## config.mk

```make
export PLATFORM = sky130hd
export DESIGN_NAME = coil_cmd_queue
export DESIGN_NICKNAME = d
export VERILOG_FILES = /design/src/rtl/coil_cmd_pkg.sv /design/src/rtl/ccq_store.sv /design/src/rtl/ccq_ctrl.sv /design/src/rtl/ccq_irq.sv /design/src/rtl/coil_cmd_queue.sv
export SDC_FILE = /design/constraint.sdc
export NUM_CORES = 1
export LEC_CHECK = 0
export CORE_MARGIN = 4
export CORE_UTILIZATION = 33
export CTS_CLUSTER_SIZE = 14
export DETAILED_ROUTE_END_ITERATION = 16
export DONT_BUFFER_PORTS = 1
export HOLD_SLACK_MARGIN = 0.06
export PLACE_DENSITY = 0.52
export SLEW_MARGIN = 30
export SYNTH_ARGS = -nofsm -noshare
export SYNTH_HDL_FRONTEND = slang
export SYNTH_SLANG_ARGS = --single-unit
```

## constraint.sdc

```tcl
create_clock -name clk -period 8.58 [get_ports clk]
set_input_delay 0 -clock clk [delete_from_list [all_inputs] [get_ports clk]]
set_output_delay 0 -clock clk [all_outputs]
set_load 0.01 [all_outputs]
```

## src/rtl/coil_cmd_pkg.sv

```systemverilog
package coil_cmd_pkg;

  // Low-water crossing: a read leaves the count one below the mark.
  function automatic logic low_crossing(input int unsigned cnt,
                                        input int unsigned mark,
                                        input logic pop, input logic push);
    return pop && !push && (cnt == mark);
  endfunction

  // Count after one edge given push and pop.
  function automatic int unsigned count_after(input int unsigned cnt,
                                              input logic push, input logic pop);
    int unsigned n;
    n = cnt;
    if (push && !pop) n = cnt + 1;
    if (pop && !push) n = cnt - 1;
    return n;
  endfunction

  // Circular pointer advance for any depth.
  function automatic int unsigned ptr_after(input int unsigned ptr,
                                            input int unsigned depth);
    return (ptr == depth - 1) ? 0 : ptr + 1;
  endfunction

endpackage

```

## src/rtl/ccq_store.sv

```systemverilog
module ccq_store #(
  parameter int WIDTH = 8,
  parameter int DEPTH = 16,
  localparam int AW = $clog2(DEPTH)
) (
  input  logic             clk,
  input  logic             we,
  input  logic [AW-1:0]    waddr,
  input  logic [WIDTH-1:0] wdata,
  input  logic [AW-1:0]    raddr,
  output logic [WIDTH-1:0] rdata
);
  logic [WIDTH-1:0] mem [DEPTH];

  always_ff @(posedge clk) begin
    if (we) mem[waddr] <= wdata;
  end

  assign rdata = mem[raddr];
endmodule

```

## src/rtl/ccq_ctrl.sv

```systemverilog
module ccq_ctrl
  import coil_cmd_pkg::*;
#(
  parameter int DEPTH = 16,
  localparam int AW = $clog2(DEPTH),
  localparam int CW = $clog2(DEPTH + 1),
  localparam int LOW_MARK = DEPTH / 4
) (
  input  logic          clk,
  input  logic          rst_n,
  input  logic          wake,
  input  logic          wr_req,
  input  logic          rd_req,
  output logic          push,
  output logic          pop,
  output logic          ovf_evt,
  output logic          low_evt,
  output logic          valid,
  output logic [AW-1:0] wptr,
  output logic [AW-1:0] rptr,
  output logic [CW-1:0] count
);
  logic full;

  assign full    = (count == CW'(DEPTH));
  assign valid   = (count != '0);
  assign push    = wr_req && !full && !wake;
  assign pop     = rd_req && valid && !wake;
  assign ovf_evt = wr_req && full && !wake;
  assign low_evt = low_crossing(int'(count), LOW_MARK, pop, push);

  always_ff @(posedge clk or negedge rst_n) begin
    if (!rst_n) begin
      wptr  <= '0;
      rptr  <= '0;
      count <= '0;
    end else if (wake) begin
      wptr  <= '0;
      rptr  <= '0;
      count <= '0;
    end else begin
      if (push) wptr <= AW'(ptr_after(int'(wptr), DEPTH));
      if (pop)  rptr <= AW'(ptr_after(int'(rptr), DEPTH));
      count <= CW'(count_after(int'(count), push, pop));
    end
  end

  assert_fill_bound_R2: assert property (@(posedge clk) disable iff (!rst_n)
    count <= CW'(DEPTH));

  assert_rw_keeps_fill_R3: assert property (@(posedge clk) disable iff (!rst_n)
    push && pop |=> $stable(count));

  assert_empty_read_ignored_R4: assert property (@(posedge clk) disable iff (!rst_n)
    (count == '0) && rd_req && !wr_req |=> (count == '0));

  assert_ovf_keeps_wptr_R5: assert property (@(posedge clk) disable iff (!rst_n)
    ovf_evt |=> $stable(wptr));

  assert_wake_empties_R9: assert property (@(posedge clk) disable iff (!rst_n)
    wake |=> (count == '0) && (wptr == rptr));
endmodule

```

## src/rtl/ccq_irq.sv

```systemverilog
module ccq_irq (
  input  logic clk,
  input  logic rst_n,
  input  logic wake,
  input  logic low_evt,
  input  logic ovf_evt,
  input  logic ack,
  output logic stat_low,
  output logic stat_ovf,
  output logic irq
);
  always_ff @(posedge clk or negedge rst_n) begin
    if (!rst_n) begin
      stat_low <= 1'b0;
      stat_ovf <= 1'b0;
    end else if (wake) begin
      stat_low <= 1'b0;
      stat_ovf <= 1'b0;
    end else begin
      stat_low <= (stat_low && !ack) || low_evt;
      stat_ovf <= (stat_ovf && !ack) || ovf_evt;
    end
  end

  assign irq = stat_low || stat_ovf;

  assert_low_sets_R6: assert property (@(posedge clk) disable iff (!rst_n)
    low_evt |=> stat_low);

  assert_ovf_sets_R5: assert property (@(posedge clk) disable iff (!rst_n)
    ovf_evt |=> stat_ovf);

  assert_ack_clears_R8: assert property (@(posedge clk) disable iff (!rst_n)
    ack && !low_evt && !ovf_evt |=> !irq);
endmodule

```

## src/rtl/coil_cmd_queue.sv

```systemverilog
module coil_cmd_queue #(
  parameter int WIDTH = 8,
  parameter int DEPTH = 16,
  localparam int AW = $clog2(DEPTH),
  localparam int CW = $clog2(DEPTH + 1)
) (
  input  logic             clk,
  input  logic             rst_n,
  input  logic             wake,
  input  logic             wr_en,
  input  logic [WIDTH-1:0] wr_data,
  input  logic             rd_ready,
  output logic             rd_valid,
  output logic [WIDTH-1:0] rd_data,
  output logic [CW-1:0]    fill,
  output logic             irq,
  input  logic             irq_ack,
  output logic             stat_low,
  output logic             stat_ovf
);
  logic          push_w, pop_w, ovf_evt_w, low_evt_w;
  logic [AW-1:0] wptr_w, rptr_w;

  ccq_ctrl #(.DEPTH(DEPTH)) u_ctrl (
    .clk(clk), .rst_n(rst_n), .wake(wake),
    .wr_req(wr_en), .rd_req(rd_ready),
    .push(push_w), .pop(pop_w), .ovf_evt(ovf_evt_w), .low_evt(low_evt_w),
    .valid(rd_valid), .wptr(wptr_w), .rptr(rptr_w), .count(fill)
  );

  ccq_store #(.WIDTH(WIDTH), .DEPTH(DEPTH)) u_store (
    .clk(clk), .we(push_w), .waddr(wptr_w), .wdata(wr_data),
    .raddr(rptr_w), .rdata(rd_data)
  );

  ccq_irq u_irq (
    .clk(clk), .rst_n(rst_n), .wake(wake),
    .low_evt(low_evt_w), .ovf_evt(ovf_evt_w), .ack(irq_ack),
    .stat_low(stat_low), .stat_ovf(stat_ovf), .irq(irq)
  );

  assert_valid_tracks_fill_R4: assert property (@(posedge clk) disable iff (!rst_n)
    rd_valid == (fill != '0));

  assert_irq_from_status_R7: assert property (@(posedge clk) disable iff (!rst_n)
    irq == (stat_low || stat_ovf));
endmodule

```

==> qor.txt <==
kind of critical path - register to register
Flop pwr share - 44.9%
Crit path max-delay family - buffers and inverters
Vias - 2951
top post-synthesis cells by count - 128 x edfxtp_1, 40 x mux4_2, 26 x nor2_1
top cell type's share of synthesized area - 64.7%
flip-flop and latch area - 4220 um^2
I/O pin count - 31
P&R area growth vs syn - 16.4%
Synth Area per Inst - 19.0 um^2
CP required - 8930 ps
# port buffers - 0
GRT Total Usage - 13.2%
ANT nets after route - 0
worst slew pin tran - 973 ps
DR WL/cell - 21.6 um
Synth async-reset ratio - 10.5%
leading area contributor after synthesis - edfxtp_1
Final Hold Vio Count - 0
hold crit path type - primary input to async pin
row cnt - 48
clk_lat worst skew - 420 ps
total grt overflow - 0
Final Max Tran Viols - 0
NumNets Final - 359
post-synthesis sequential area ratio - 71.1%
CTS H-tree lvls - 4
Root Buffer - clkbuf_16
# DRC - 0
Die Span Y - 142 um
clock buffer count from CTS - 17
CP Buf/Inv Count - 3
Critical Path Sink Type - register
most common cell in the synthesized netlist - edfxtp_1
Post-CTS Setup Bufs - 0
Top cell by count, worst path - dlygate4sd3_1
RSZ-0062 raised after global routing - no
syn_nets - 336
Power Dens Cells - 261 nW/um^2
Sink Count - 143
Combinational Power Share - 17.4%
DP Worst Slack - 5720 ps
Layout Utilization - 39.5%
critical path's largest stage delay - 640 ps
period utilization - 43.2%
CP arrival - 4060 ps
number of synthesized flops with an enable pin - 128
Int Power - 1.33 mW
share of cells above drive strength 1 - 26.6%
synth top area cells - edfxtp_1 65%, mux4_2 15%, dfrtp_1 6.3%
Setup violations, final - 0
CP Cell Sequence - or4_4 -> o21ai_2 -> or3_1 -> inv_2 -> ha_1 -> nand2b_1 -> a21oi_1 -> o211ai_1 -> dlygate4sd3_1 -> a31oi_1 -> dlygate4sd3_1
Setup Total Neg Slack - 0 ps
crit path max fanout - 8
RePlAce Congestion - 0.738
Worst Setup Start Kind - register
TritonCTS clock tree - built
DR vias/cell - 5.13
Slew HR - 34.9%
largest net degree at the start of global routing - 38
Final HPWL DP - 7510 um
Synth cell types - 40
Routed WL - 12400 um
DRT Pass-1 Iters - 4
DIE WIDTH - 142 um
clock power share - 37.7%
Total Die Area - 20200 um^2
first-pass GRT wire length - 19100 um
Synth Warn # - 0
Core ar. - 17500 um^2
setup slack after layout - 4870 ps
Synth Cell Area - 5940 um^2
clk_skew - 9.70 ps
Worst path slowest cell - or4_4
multi-input logic area - 1620 um^2
initial antenna violation count - 1
fmax - 0.270 GHz
1st-iter DRT viols - 251
Sw Ratio - 26.5%
Bufs on Longest Clock Path - 2
worst vdd ir - 0.000150 V
vias in the first global route - 3015
most common flop cell mapped by yosys - edfxtp_1
Initial Utilization - 34.0%
Leakage - 2.21 nW
Clock transition at path regs - 60 ps
#FFs+latches synth - 143
Mapped Cells - 313
Psw - 477 uW
Tmin final - 3710 ps
Filler cells - 1571
total of max-cap violations - 0
status - complete, no violations
[per-layer routing]
layer | wire [um] | vias up | global-route usage (%)
met3 | 997 | 10 | 4.17
met4 | 141 | 0 | 4.49
met2 | 5930 | 95 | 19.3
li1 | - | 1307 | -
met5 | 0 | - | 0
met1 | 5380 | 1539 | 18.8
[cell families after synthesis]
group	synth area share, %
muxes	16.4
xor gates and xnor gates	0.443
adders and majority gates	2.02
and+or+nand+nor	4.43
AOI/OAI and AO/OA	3.52
DFF	71.1
buffers and inverters	2.11
[power groups by stage]
stage	Sequential, mW	Combinational (mW)	Clock, mW
2_1_floorplan	0.812	0.265	0
3_3_place_gp	0.823	0.303	0
3_5_place_dp	0.825	0.304	0
4_1_cts	0.810	0.323	0.693
5_1_grt	0.815	0.348	0.729
6_report	0.810	0.315	0.679
[cell type report]
type | count | area share (%)
tap | 225 | 4.07
antenna | 1 | 0.0362
clock buffer | 19 | 6.26
multi-input combinational | 142 | 23.4
timing repair buffer | 22 | 2.97
inverter | 10 | 0.543
sequential | 143 | 61.1
clock inverter | 13 | 1.63
[state kept, by name, indices dropped and copies added (netlist names)]
name,flops
u_irq.stat_low,1
u_store.mem,128
u_irq.stat_ovf,1
u_ctrl.rptr,4
u_ctrl.wptr,4
u_ctrl.count,5
[timing repair]
item | 4_1_cts | 5_1_grt
resized for setup | 0 | 0
hold buffers | 16 | 0
endpoints found under the hold margin | 158 | 0
setup endpoints to repair | 0 | 0
[layout by cell type, fill, tap and decap left out, types with 2 or more instances in the layout]
master and instances:
o21ai_1 2, a311o_1 2, o211ai_1 4, clkbuf_1 2, nand2b_1 3, inv_6 3
nor2_2 10, buf_4 6, nand2_1 12, ha_1 8, clkinv_2 2, or4_1 2
dlygate4sd3_1 16, dfrtp_1 14, xor2_1 3, a21oi_1 8, clkinvlp_4 4, edfxtp_1 128
nor3_1 5, clkinv_1 2, nor2_1 16, inv_1 8, mux2_1 3, a21o_1 2
mux2i_1 4, or3_1 2, clkbuf_16 17, inv_2 2, mux4_2 40
[metrics by stage]
step           power [mW]  area, um^2  std cells  hold slack [ps]
2_1_floorplan        1.08        5940        313             -296
3_3_place_gp         1.13        6180        526             -295
3_5_place_dp         1.13        6200        526             -295
4_1_cts              1.83        6900        574              104
5_1_grt              1.89        6910        574              130
6_report             1.80        6910        575             73.9
[path summary, 6_finish.rpt]
kind	startpoint	to	slack, ps	depth (start not counted)
hold / removal	rst_n	u_ctrl.count[2]	70	1
setup / recovery	u_ctrl.count[1]	u_ctrl.count[4]	4870	11
setup reg to reg	u_ctrl.count[1]	u_ctrl.count[4]	4870	11
hold reg to reg	u_ctrl.wptr[0]	u_ctrl.wptr[0]	610	2
max in group asynchronous	rst_n	u_ctrl.rptr[0]	8010	1
min in group clk	wr_en	u_ctrl.count[3]	120	3
(Power assumes the default switching activity.)
